$ cat config.mk
export PLATFORM = sky130hd
export DESIGN_NAME = wpk_stream_top
export DESIGN_NICKNAME = d
export VERILOG_FILES = /design/src/rtl/wpk_pkg.sv /design/src/rtl/wpk_queue.sv /design/src/rtl/wpk_packer.sv /design/src/rtl/wpk_stream_top.sv
export SDC_FILE = /design/constraint.sdc
export NUM_CORES = 1
export LEC_CHECK = 0
export BUFFER_PORTS_ARGS = -buffer_cell sky130_fd_sc_hd__buf_2
export CORE_ASPECT_RATIO = 0.75
export CORE_MARGIN = 1
export CORE_UTILIZATION = 60
export CTS_CLUSTER_SIZE = 10
export DETAILED_ROUTE_END_ITERATION = 8
export PLACE_DENSITY = 0.84
export SLEW_MARGIN = 40
export SYNTH_ARGS = -nofsm -noshare
export SYNTH_HDL_FRONTEND = slang
export SYNTH_SLANG_ARGS = --single-unit
export TNS_END_PERCENT = 10
$ cat constraint.sdc
create_clock -name clk -period 9.3 [get_ports clk]
set_input_delay 0 -clock clk [delete_from_list [all_inputs] [get_ports clk]]
set_output_delay 0 -clock clk [all_outputs]
set_load 0.005 [all_outputs]
$ cat src/rtl/wpk_pkg.sv
package wpk_pkg;

    localparam int unsigned BYTE_AW = 19;
    localparam int unsigned LONG_AW = BYTE_AW - 2;

    typedef enum logic [1:0] {
        SZ_BYTE     = 2'd0,
        SZ_WORD     = 2'd1,
        SZ_LONG     = 2'd2,
        SZ_LONG_ALT = 2'd3
    } item_size_e;

    typedef enum logic {
        PK_IDLE   = 1'b0,
        PK_STREAM = 1'b1
    } pk_state_e;

    typedef struct packed {
        logic [LONG_AW-1:0] addr;
        logic [31:0]        data;
        logic [3:0]         be;
    } packed_long_t;

endpackage

$ cat src/rtl/wpk_queue.sv
module wpk_queue #(
    parameter int unsigned DEPTH = 8,
    parameter int unsigned W     = 53
) (
    input  logic         clk,
    input  logic         rst_n,
    input  logic         push,
    input  logic [W-1:0] push_data,
    input  logic         pop,
    output logic         out_valid,
    output logic [W-1:0] out_data,
    output logic         full,
    output logic         empty
);
    localparam int unsigned PW = (DEPTH > 1) ? $clog2(DEPTH) : 1;
    localparam int unsigned CW = $clog2(DEPTH + 1);

    logic [W-1:0]  slots [DEPTH];
    logic [PW-1:0] wr_q, rd_q;
    logic [CW-1:0] count_q;

    always_ff @(posedge clk) begin
        if (push) begin
            slots[wr_q] <= push_data;
        end
    end

    always_ff @(posedge clk or negedge rst_n) begin
        if (!rst_n) begin
            wr_q    <= '0;
            rd_q    <= '0;
            count_q <= '0;
        end else begin
            if (push) begin
                wr_q <= (wr_q == PW'(DEPTH - 1)) ? '0 : wr_q + 1'b1;
            end
            if (pop) begin
                rd_q <= (rd_q == PW'(DEPTH - 1)) ? '0 : rd_q + 1'b1;
            end
            unique case ({push, pop})
                2'b10:   count_q <= count_q + 1'b1;
                2'b01:   count_q <= count_q - 1'b1;
                default: count_q <= count_q;
            endcase
        end
    end

    assign empty     = (count_q == '0);
    assign full      = (count_q == CW'(DEPTH));
    assign out_valid = !empty;
    assign out_data  = slots[rd_q];


    no_overflow_chk: assert property (@(posedge clk) disable iff (!rst_n)
        (push && !pop) |-> (count_q < CW'(DEPTH)));


    no_underflow_chk: assert property (@(posedge clk) disable iff (!rst_n)
        pop |-> (count_q != '0));

endmodule

$ cat src/rtl/wpk_packer.sv
module wpk_packer
    import wpk_pkg::*;
(
    input  logic               clk,
    input  logic               rst_n,
    input  logic               init_fire,
    input  logic [BYTE_AW-1:0] init_addr,
    input  logic               filter_en,
    input  logic               item_fire,
    input  logic [1:0]         item_size,
    input  logic               item_skip,
    input  logic [31:0]        item_data,
    output logic               push,
    output packed_long_t       push_entry
);
    pk_state_e          st_q, st_d;
    logic [1:0]         pos_q, pos_d;
    logic [LONG_AW-1:0] laddr_q, laddr_d;
    logic [31:0]        acc_data_q, acc_data_d;
    logic [3:0]         acc_be_q, acc_be_d;
    logic               filt_q, filt_d;

    logic [2:0]  span;
    logic [2:0]  end_pos;
    logic [7:0]  lane_val [8];
    logic [7:0]  lane_in;
    logic [7:0]  win_be;
    logic [63:0] win_data;
    logic [31:0] mrg_data;
    logic [3:0]  mrg_be;

    // Window of eight byte lanes: the current long and the one after it.
    always_comb begin
        unique case (item_size_e'(item_size))
            SZ_BYTE: span = 3'd1;
            SZ_WORD: span = 3'd2;
            default: span = 3'd4;
        endcase
        end_pos = {1'b0, pos_q} + span;
        for (int i = 0; i < 8; i++) begin
            lane_in[i]  = (3'(i) >= {1'b0, pos_q}) && ((3'(i) - {1'b0, pos_q}) < span);
            lane_val[i] = item_data[8*(2'(3'(i) - {1'b0, pos_q})) +: 8];
            win_be[i]   = lane_in[i] && !item_skip && !(filt_q && (lane_val[i] == 8'hFF));
            win_data[8*i +: 8] = win_be[i] ? lane_val[i] : 8'h00;
        end
        for (int l = 0; l < 4; l++) begin
            mrg_be[l]          = acc_be_q[l] | win_be[l];
            mrg_data[8*l +: 8] = win_be[l] ? win_data[8*l +: 8] : acc_data_q[8*l +: 8];
        end
    end

    // Next-state and output process.
    always_comb begin
        st_d       = st_q;
        pos_d      = pos_q;
        laddr_d    = laddr_q;
        acc_data_d = acc_data_q;
        acc_be_d   = acc_be_q;
        filt_d     = filt_q;
        push       = 1'b0;
        push_entry = '{addr: laddr_q, data: acc_data_q, be: acc_be_q};
        unique case (st_q)
            PK_IDLE: begin
                if (init_fire) begin
                    st_d       = PK_STREAM;
                    laddr_d    = init_addr[BYTE_AW-1:2];
                    pos_d      = init_addr[1:0];
                    acc_data_d = '0;
                    acc_be_d   = '0;
                    filt_d     = filter_en;
                end
            end
            PK_STREAM: begin
                if (init_fire) begin
                    push       = (acc_be_q != 4'd0);
                    laddr_d    = init_addr[BYTE_AW-1:2];
                    pos_d      = init_addr[1:0];
                    acc_data_d = '0;
                    acc_be_d   = '0;
                    filt_d     = filter_en;
                end else if (item_fire) begin
                    pos_d = end_pos[1:0];
                    if (end_pos[2]) begin
                        push       = (mrg_be != 4'd0);
                        push_entry = '{addr: laddr_q, data: mrg_data, be: mrg_be};
                        laddr_d    = laddr_q + 1'b1;
                        acc_data_d = win_data[63:32];
                        acc_be_d   = win_be[7:4];
                    end else begin
                        acc_data_d = mrg_data;
                        acc_be_d   = mrg_be;
                    end
                end
            end
            default: st_d = PK_IDLE;
        endcase
    end

    // State register.
    always_ff @(posedge clk or negedge rst_n) begin
        if (!rst_n) begin
            st_q       <= PK_IDLE;
            pos_q      <= '0;
            laddr_q    <= '0;
            acc_data_q <= '0;
            acc_be_q   <= '0;
            filt_q     <= 1'b0;
        end else begin
            st_q       <= st_d;
            pos_q      <= pos_d;
            laddr_q    <= laddr_d;
            acc_data_q <= acc_data_d;
            acc_be_q   <= acc_be_d;
            filt_q     <= filt_d;
        end
    end


    lane_clear_chk: assert property (@(posedge clk) disable iff (!rst_n)
        (pos_q == 2'd0) |-> (acc_be_q == 4'd0));


    idle_empty_chk: assert property (@(posedge clk) disable iff (!rst_n)
        (st_q == PK_IDLE) |-> (acc_be_q == 4'd0));

endmodule

$ cat src/rtl/wpk_stream_top.sv
module wpk_stream_top
    import wpk_pkg::*;
#(
    parameter int unsigned QUEUE_DEPTH = 8
) (
    input  logic                clk,
    input  logic                rst_n,
    input  logic                init_valid,
    input  logic [18:0]         init_addr,
    input  logic                filter_en,
    input  logic                item_valid,
    input  logic [1:0]          item_size,
    input  logic                item_skip,
    input  logic [31:0]         item_data,
    output logic                in_ready,
    output logic                mem_we,
    input  logic                mem_ready,
    output logic [16:0]         mem_addr,
    output logic [31:0]         mem_data,
    output logic [3:0]          mem_be,
    output logic                drained
);
    localparam int unsigned EW = $bits(packed_long_t);

    logic         init_fire, item_fire;
    logic         push, pop, q_full, q_empty, q_valid;
    packed_long_t push_entry, head;
    logic [EW-1:0] head_bits;

    assign init_fire = init_valid && in_ready;
    assign item_fire = item_valid && in_ready && !init_valid;

    wpk_packer u_packer (
        .clk        (clk),
        .rst_n      (rst_n),
        .init_fire  (init_fire),
        .init_addr  (init_addr),
        .filter_en  (filter_en),
        .item_fire  (item_fire),
        .item_size  (item_size),
        .item_skip  (item_skip),
        .item_data  (item_data),
        .push       (push),
        .push_entry (push_entry)
    );

    wpk_queue #(
        .DEPTH (QUEUE_DEPTH),
        .W     (EW)
    ) u_queue (
        .clk       (clk),
        .rst_n     (rst_n),
        .push      (push),
        .push_data (push_entry),
        .pop       (pop),
        .out_valid (q_valid),
        .out_data  (head_bits),
        .full      (q_full),
        .empty     (q_empty)
    );

    assign head     = packed_long_t'(head_bits);
    assign pop      = q_valid && mem_ready;
    assign in_ready = !q_full;
    assign mem_we   = q_valid;
    assign mem_addr = head.addr;
    assign mem_data = head.data;
    assign mem_be   = head.be;
    assign drained  = q_empty;


    mem_be_nonzero_chk: assert property (@(posedge clk) disable iff (!rst_n)
        mem_we |-> (mem_be != 4'd0));


    hold_chk: assert property (@(posedge clk) disable iff (!rst_n)
        (mem_we && !mem_ready) |=> (mem_we && $stable(mem_addr) && $stable(mem_data) && $stable(mem_be)));

endmodule

==> results of run 1 <==
==> cell type report <==
type                       count  area share [%]
clock buffer                  99           6.455
clock inverter                 5          0.1541
inverter                      19          0.2927
multi-input combinational    543           26.25
sequential                   491           59.19
tap                          457           2.347
timing repair buffer         190           5.315
==> cells in the mapped netlist, drive strengths merged (16+ instances only) <==
library cell and count:
nand2 48, mux4 134, a22o 32, dfrtp 67, ha 23, a21oi 30, nand2b 16, o21ai 22
clkbuf 26, inv 19, edfxtp 424, mux2 86, nor2 24, buf 29
==> power by group through the flow <==
stage	sequential, uW	clock [uW]	combinational (uW)
2_1_floorplan	2940	0	1590
3_3_place_gp	3070	0	2120
3_5_place_dp	3100	0	2170
4_1_cts	3060	1980	2250
5_1_grt	3100	2070	2430
6_report	3070	1970	2280
==> flip-flops by register name, summed over array words and instances, names as in the netlist <==
signal               count
u_packer.acc_data_q     32
u_queue.wr_q             3
u_packer.acc_be_q        4
u_queue.rd_q             3
u_queue.slots          424
u_queue.count_q          4
u_packer.laddr_q        17
u_packer.filt_q          1
u_packer.st_q            1
u_packer.pos_q           2
==> per-layer routing <==
metal	part of all wire [%]	vias up	global-route usage (%)	wire length (um)
met1	39	6209	41.63	20150
met4	3.8	0	10.71	1970
met2	47	859	45.99	24330
met5	0	-	0	0
met3	10	200	6.407	5281
li1	-	4968	-	-
==> cell families after synthesis <==
family	Yosys count	share of synthesized area [%]
DFF	491	68.43
muxes	234	19.81
AOI/OAI and AO/OA	143	5.057
and+or+nand+nor	138	3.357
buffers and inverters	74	1.717
adders and majority gates	24	1.462
xor gates and xnor gates	4	0.1664
==> per-stage QoR <==
step	instance area (um2)	worst slack, ns	std cells	utilization [%]
final	24360	4.091	1804	70.37
after global routing	24360	3.958	1804	70.37
after CTS	24350	3.971	1804	70.34
after detailed placement	22200	3.992	1646	64.12
after global placement	22150	3.691	1642	63.98
after floorplan	21060	1.966	1108	-
==> worst min-delay path, stage by stage <==
cell     delay, ns
buf_2         0.12
nand3_1       0.22
a21oi_1       0.11
o21ai_0       0.13
==> worst min path at each step <==
stage	startpoint	to	slack (ns)	cells after the start
detailed placement	rst_n	u_packer.pos_q[1]	0.16	2
global route	item_data[17]	u_packer.acc_data_q[9]	0.05	3
floorplan	rst_n	u_packer.acc_be_q[0]	-0.30	0
global placement	filter_en	u_packer.filt_q	0.19	3
CTS	item_valid	u_packer.pos_q[0]	0.0007	4
finish	item_valid	u_packer.pos_q[0]	0.03	4
==> repair_timing <==
| action | 4_1_cts | 5_1_grt |
|---|---|---|
| hold buffers | 54 | 0 |
| endpoints found under the setup margin | 0 | 0 |
| hold endpoints to repair | 110 | 0 |
==> results.toml, run 1 <==
[status]
outcome = "finished clean"

[detailed_routing]
drt-total-wl_um = 51730
avgViaCountPerCell = 6.783
ant_nets = 0
drtIter0Drc = 1484
drc_errors = 0
wire_per_inst_um = 28.67
via_count = 12240
drt_first_pass_iters = 5

[synth]
avgSynthCellArea_um2 = 19.00
yosysSeqAreaShare_pct = 68.43
synthTopCellsByArea = "edfxtp_1 (60%), mux4_2 (13%), dfrtp_1 (8.0%), mux2_2 (4.6%), mux4_1 (1.5%)"
synth_edf_count = 424
syn_inst = 1108
ys_ff_latch = 491
dominantRegCellSynth = "edfxtp_1"
synth.yosys.warnings = 0
synth_top_area_cell = "edfxtp_1"
synth_area_um2 = 21060
synth.distinct_cells = 63
syn-num-nets = 1192
synth_top_area_share_pct = 60.47
ys_async_sr_fraction_pct = 13.65

[die]
die-area_um2 = 35860
rows = 59
design.portCount = 116
initial_core_util_pct = 60.82
core_area_um2 = 34620
die_h_um = 164.2
die_x_um = 218.3

[grt]
first_global_vias = 12360
grt_use_total_pct = 29.51
grt_pass1_wl_um = 76890
grt_antenna_before_repair = 0
grt_remaining_overflow = 0
grt_max_degree = 69

[power]
fin_total_pwr_uw = 7313
p_clk_share_pct = 26.9
p_leak_uw = 0.008545
combinationalPowerShare_pct = 31.1
p_seq_share_pct = 42.0
irDropWorstVdd_mv = 0.2473
swShare_pct = 31.58
p_int_uw = 5003
power_switching_uw = 2310
cellPowerDensity_nw_per_um2 = 300.1

[clock_tree]
insertion_delay_ns = 0.58
postCtsSetupRepairBufs = 0
cts_resized = 0
htreeDepth = 2
clk_pin_slew_ns = 0.06
cts_sinks = 491
cts_buffer_depth = 3
cts.root.buffer_cell = "clkbuf_16"
cts_inserted_buffers = 55
cts_tree = "yes"

[timing]
totalNegativeSetupSlack_ns = 0
setup_viol = 0
worstMarginPinSlew_ns = 0.8590
period_needed_ns = 5.209
max-slew-margin-rel_pct = 42.70
drv_slew = 0
finalHoldViolations = 0
finalCritPeriodShare_pct = 56.01
max_freq_mhz = 192.0
whs_ns = 0.03499
skew_ns = 0.01760
rsz0062_at_grt = "false"

[worst_setup_path]
r2r_slack_ns = 4.09
crit_cells = 9
critPathTopFamily = "compound AO/OA/AOI/OAI gates"
cp.arrival_ns = 5.42
critPathMaxStageDelay_ns = 0.80
crit_path_end = "u_queue.slots[2][37]"
cp-end-kind = "flip-flop"
worstPathMaxFanout = 41
setup.worst_path.start = "u_packer.pos_q[0]"
cp_slowest_cell = "dfrtp_4"
crit_path_start_kind = "flip-flop"
crit_required_ns = 9.51
cp_cell_sequence = "inv_1 -> ha_2 -> mux4_2 -> and2_1 -> a41oi_2 -> a211oi_2 -> a31o_4 -> a211oi_4 -> buf_4"
r2r-end = "u_queue.slots[2][37]"
worstSetupPathType = "flip-flop to flip-flop"
rr_startpoint = "u_packer.pos_q[0]"
crit_buf_inv = 2
rr_worst_depth = 9

[placement]
gp_congestion = 0.9521
dp_hpwl_um = 29590
portBuffers = 115

[cells_and_area]
num-nets-final = 1384
final_layout_size_suffix_gt1_share_pct = 31.92
areaGrowthSynthToFinish_pct = 15.71
final_common_cell = "edfxtp_1"
multi_input_area_um2 = 6395
mostFrequentLayoutCells = "edfxtp_1 (424), mux4_2 (122), buf_2 (115)"
seq_area_um2 = 14420
diodes = 0
fillCellCount = 2027

[min_path]
hp-class = "primary input to flip-flop"

[flow_run]
cap_violations = 0
Power figures use the tool's default switching activity.
==> inputs of run 2 (changes only) <==
CORE_UTILIZATION = 55   (was 60)
PLACE_DENSITY = 0.81   (was 0.84)
clock period = 4.3 ns   (was 9.3 ns; I/O delays follow)
==> run 2 against run 1 <==
  * The run now ends with negative hold slack left
  * Hold slack got worse by 0.068 ns
  * Clock power up 110%
  * Worst setup slack worse by 3.8 ns
  * Core utilization is 4.8 points lower
  * Sequential power is 110% higher
  * Clock-buffer cell count increased by 1
  * Clock skew is 0.015 ns higher
  * Highest routed layer unchanged
==> results.toml, run 2 (synthesis results as in run 1) <==
[grt]
grt_remaining_overflow = 0
grt_pass1_wl_um = 74370
grt_use_total_pct = 25.79
grt_max_degree = 68
grt_antenna_before_repair = 2
first_global_vias = 11980

[cells_and_area]
largest_register_ffs = 424
reg_top3 = "u_queue.slots (424), u_packer.acc_data_q (32), u_packer.laddr_q (17)"
num-nets-final = 1390
final_common_cell = "edfxtp_1"
areaGrowthSynthToFinish_pct = 16.39
postLayoutCellArea_um2 = 24510
diodes = 0
mostFrequentLayoutCells = "edfxtp_1 (424), mux4_2 (124), buf_2 (114)"
largest-register = "u_queue.slots"
fin_cells = 1856
final_layout_size_suffix_gt1_share_pct = 32.99

[status]
outcome = "finished with violations"
violations = "negative hold slack"

[detailed_routing]
drc_errors = 0
avgViaCountPerCell = 6.407
ant_nets = 0
via_count = 11890
drt_first_pass_iters = 5
drt-total-wl_um = 49630
drtIter0Drc = 1285
wire_per_inst_um = 26.74

[power]
combinationalPowerShare_pct = 31.3
p_int_uw = 10870
irDropWorstVdd_mv = 0.4549
p_clk_share_pct = 26.8
p_seq_share_pct = 41.9
power_switching_uw = 4895
cellPowerDensity_nw_per_um2 = 643.1
swShare_pct = 31.06
p_leak_uw = 0.008592

[worst_setup_path]
crit_required_ns = 4.75
cp_cell_sequence = "buf_12 -> ha_1 -> inv_1 -> a211o_1 -> a221o_1 -> or2_1 -> a31o_4 -> and2_1 -> ha_1 -> ha_1 -> a21o_1 -> a21oi_1 -> xnor2_1 -> nor2_1 -> xor2_1"
worstPathMaxFanout = 37
cp-end-kind = "flip-flop"
r2r_slack_ns = 0.33
cp_slowest_cell = "dfrtp_2"
crit_path_start_kind = "flip-flop"
critPathMaxStageDelay_ns = 0.44
worstSetupPathType = "flip-flop to flip-flop"
cp.arrival_ns = 4.42
cpMostUsedCell = "ha_1"
critPathTopFamily = "compound AO/OA/AOI/OAI gates"
crit_buf_inv = 2

[die]
die_x_um = 227.9
die-area_um2 = 39080
initial_core_util_pct = 56.30
die_h_um = 171.5
core_area_um2 = 37400
design.portCount = 116
rows = 61

[clock_tree]
cts_tree = "yes"
insertion_delay_ns = 0.59
cts_inserted_buffers = 55
cts_resized = 0
cts_sinks = 491
clk_pin_slew_ns = 0.07
cts_buffer_depth = 3
cts.root.buffer_cell = "clkbuf_16"
htreeDepth = 2

[placement]
dp.cells = 1705
place_area_um2 = 22400
place_ws_ns = 0.4097
gp_congestion = 0.9197
dp_hpwl_um = 29340
portBuffers = 115

[timing]
worstMarginPinSlew_ns = 0.8582
layout_setup_ws_ns = 0.3272
period_needed_ns = 3.973
max_freq_mhz = 251.7
drv_slew = 0
totalNegativeSetupSlack_ns = 0
whs_ns = -0.03252
rsz0062_at_grt = "false"
setup_viol = 0
skew_ns = 0.03239
finalHoldViolations = 7
finalCritPeriodShare_pct = 92.39
max-slew-margin-rel_pct = 42.58

[flow_run]
cap_violations = 0

[min_path]
hp-class = "primary input to async pin"
==> run 2: cell count changes in the layout (fill, tap and decap cells not counted), moves of 2 or more <==
| cell | before | now |
|---|---|---|
| mux4_2 | 122 | 124 |
| mux4_1 | 12 | 10 |
| buf_6 | 4 | 1 |
| inv_1 | 19 | 17 |
| buf_12 | 0 | 4 |
| buf_4 | 16 | 29 |
| dlygate4sd3_1 | 54 | 48 |
==> run 2: repair_timing <==
action                    CTS  global route
hold buffers               48             0
hold endpoints to repair  107             0
buffers inserted            0             0
==> run 2: worst register-to-register path: stages (launching register included) <==
cell and delay [ns]:
dfrtp_2 0.44, buf_12 0.27, ha_1 0.27, inv_1 0.08
a211o_1 0.26, a221o_1 0.37, or2_1 0.35, a31o_4 0.36
and2_1 0.19, ha_1 0.24, ha_1 0.30, a21o_1 0.17
a21oi_1 0.17, xnor2_1 0.13, nor2_1 0.07, xor2_1 0.14
==> run 2: final timing paths <==
check	startpoint	end	depth (start not counted)
max reg2reg	u_packer.pos_q[0]	u_queue.count_q[3]	15
min reg2reg	u_packer.acc_be_q[0]	u_packer.acc_be_q[0]	1
min	rst_n	u_packer.pos_q[0]	2
max in group asynchronous	rst_n	u_queue.rd_q[1]	2
max	u_packer.pos_q[0]	u_queue.count_q[3]	15
min in group clk	item_valid	u_packer.pos_q[0]	4
==> run 2: final cells by class <==
cell class	instances	area [um2]
repair buffers	196	1360
well taps	504	630.6
inverters	19	78.83
clock buffers	100	1575
flip-flops and latches	491	14420
fillers	2417	12890
multi-input cells	543	6406
clock inverters	3	36.28
==> run 2: power by group through the flow <==
stage	sequential [uW]	clock [uW]	combinational, uW
floorplan	6330	0	3550
global placement	6620	0	4700
detailed placement	6670	0	4790
CTS	6600	4290	4940
global route	6670	4480	5300
finish	6600	4230	4930
==> run 2: metal layers <==
layer / up-vias / global-route usage [%] / share of wire (%)
met1: 6152 / 36.32 / 41
met3: 71 / 6.399 / 9.7
met2: 693 / 41.01 / 48
li1: 4975 / - / -
met4: 0 / 6.215 / 1.7
met5: - / 0 / 0
==> run 2: per-stage QoR <==
stage	power [uW]	utilization, %
6_report	15760	65.53
5_1_grt	16440	65.53
4_1_cts	15820	65.49
3_5_place_dp	11470	59.90
3_3_place_gp	11320	59.88
2_1_floorplan	9877	-
==> inputs of run 3 (changes only) <==
CORE_UTILIZATION = 30   (was 55)
PLACE_DENSITY = 0.52   (was 0.81)
==> run 3 against run 2 <==
  * The flow now finishes without violations
  * Sequential share of layout area is 2.4 points lower
  * Clock-buffer cell count is 1 lower
  * Die area is 82% higher
  * Non-clock buffer count is 37 higher
  * Fmax is 1.5% lower
  * Combinational power is 4% higher
  * Critical path type unchanged
  * Largest power group unchanged
==> results.toml, run 3 (synthesis results as in run 1) <==
[status]
outcome = "finished clean"

[grt]
grt_use_total_pct = 14.93
grt_antenna_before_repair = 2
grt_pass1_wl_um = 79560
use_met2_pct = 23.56
grt_remaining_overflow = 0
grt_max_degree = 62
busiest_layer = "met2"
first_global_vias = 12030
grtUsageMet3_pct = 2.222
met1_usage_pct = 21.51

[die]
die_h_um = 231.4
initial_core_util_pct = 30.54
rows = 83
die_x_um = 307.9
design.portCount = 116
die-area_um2 = 71260
core_area_um2 = 68960

[timing]
finalHoldViolations = 0
setup_viol = 0
max_freq_mhz = 248.0
rsz0062_at_grt = "false"
worstMarginPinSlew_ns = 0.7980
drv_slew = 0
layout_setup_ws_ns = 0.2672
finalCritPeriodShare_pct = 93.79
period_needed_ns = 4.033
max-slew-margin-rel_pct = 46.80
skew_ns = 0.04493

[cells_and_area]
final_layout_size_suffix_gt1_share_pct = 32.76
seq_area_um2 = 14420
num-nets-final = 1428
reg_top3 = "u_queue.slots (424), u_packer.acc_data_q (32), u_packer.laddr_q (17)"
mostFrequentLayoutCells = "edfxtp_1 (424), mux4_2 (124), buf_2 (114)"
largest_register_ffs = 424
diodes = 0
final_common_cell = "edfxtp_1"
fillCellCount = 6436
fin_cells = 2327
post-route-util_pct = 37.08
largest-register = "u_queue.slots"
multi_input_area_um2 = 6424
areaGrowthSynthToFinish_pct = 21.43

[detailed_routing]
drt_first_pass_iters = 5
drt-total-wl_um = 52650
drtIter0Drc = 788
ant_nets = 0
avgViaCountPerCell = 4.954
wire_per_inst_um = 22.62
drc_errors = 0
via_count = 11530

[power]
p_int_uw = 11020
power_switching_uw = 5101
p_leak_uw = 0.008809
cellPowerDensity_nw_per_um2 = 630.3
fin_total_pwr_uw = 16120
p_clk_share_pct = 26.8
irDropWorstVdd_mv = 0.4125
p_seq_share_pct = 41.4
combinationalPowerShare_pct = 31.7
swShare_pct = 31.65

[worst_setup_path]
cp-end-kind = "flip-flop"
r2r_slack_ns = 0.27
cpMostUsedCell = "ha_1"
crit_path_start_kind = "flip-flop"
cp_cell_sequence = "buf_4 -> mux4_1 -> nand4_1 -> o41ai_4 -> or2_1 -> a31o_4 -> and2_1 -> ha_1 -> ha_1 -> a21o_1 -> a21oi_1 -> xnor2_1 -> nor2_1 -> xor2_1"
critPathMaxStageDelay_ns = 0.65
worstPathMaxFanout = 14
worstSetupPathType = "flip-flop to flip-flop"
crit_required_ns = 4.78
cp_slowest_cell = "mux4_1"
cp.arrival_ns = 4.51

[clock_tree]
cts_inserted_buffers = 56
insertion_delay_ns = 0.62
clk_pin_slew_ns = 0.07
cts_sinks = 491
cts_tree = "yes"
cts.root.buffer_cell = "clkbuf_16"
cts_buffer_depth = 3
htreeDepth = 2

[placement]
dp.cells = 2140
dp_hpwl_um = 31850
portBuffers = 115
place_ws_ns = 0.2716
gp_congestion = 0.8666

[flow_run]
cap_violations = 0

[min_path]
hp-class = "primary input to flip-flop"
==> run 3: changes by cell type in the layout (fill, tap and decap cells not counted), sizes merged <==
cell | previous run | this run
dlygate4sd3 | 48 | 80
buf | 148 | 153
inv | 19 | 22
clkbuf | 100 | 99
clkinv | 3 | 4
==> run 3: final timing paths <==
check,start,endpoint,cells past startpoint
worst max register to register,u_packer.pos_q[1],u_queue.count_q[3],14
worst min register to register,u_queue.count_q[3],u_queue.count_q[3],1
worst min-delay path,item_valid,u_packer.acc_be_q[2],4
worst max-delay path,u_packer.pos_q[1],u_queue.count_q[3],14
max in group asynchronous,rst_n,u_queue.rd_q[0],4
min in group asynchronous,rst_n,u_packer.acc_data_q[24],4
==> run 3: final cells by class <==
type / instances / area share [%]
clock buffers: 99 / 6.195
inverters: 19 / 0.3083
repair buffers: 233 / 7.144
flip-flops and latches: 491 / 56.40
well taps: 935 / 4.575
clock inverters: 7 / 0.2593
multi-input cells: 543 / 25.12
==> run 3: routing by layer <==
metal | up-vias | share of wire (%) | wire length, um
met5 | - | 0 | 0
met4 | 0 | 2.1 | 1098
met3 | 84 | 4.0 | 2130
met2 | 285 | 47 | 24790
met1 | 6095 | 47 | 24630
li1 | 5063 | - | -
==> run 3: what timing repair did <==
item / in CTS / in global routing
endpoints found under the hold margin: 119 / 0
endpoints found under the setup margin: 0 / 1
gates resized for setup: 0 / 2
buffers inserted: 0 / 0
hold buffers: 81 / 0
==> run 3: stage by stage <==
| step | area [um2] | TNS (ns) | hold slack [ns] |
|---|---|---|---|
| 6_report | 25570 | 0 | 0.04692 |
| 5_1_grt | 25570 | 0 | 0.06599 |
| 4_1_cts | 25550 | 0 | 0.007160 |
| 3_5_place_dp | 23080 | 0 | -0.02425 |
| 3_3_place_gp | 23060 | 0 | -0.02379 |
| 2_1_floorplan | 21200 | -71.93 | -0.2956 |
==> run 3: critical path: cells and delay by family, from the launching register on <==
family                     cells  cell delay [ns]
AOI/OAI and AO/OA              4             0.85
xor gates and xnor gates       2             0.27
adders and majority gates      2             0.54
buffers and inverters          1             0.29
DFF                            1             0.47
muxes                          1             0.65
and+or+nand+nor                4             0.81
==> run 3: power groups by stage <==
stage          Sequential, uW  Clock [uW]  Combinational (uW)
2_1_floorplan            6330           0                3550
3_3_place_gp             6760           0                5000
3_5_place_dp             6780           0                5000
4_1_cts                  6690        4460                5220
5_1_grt                  6770        4650                5570
6_report                 6670        4330                5120
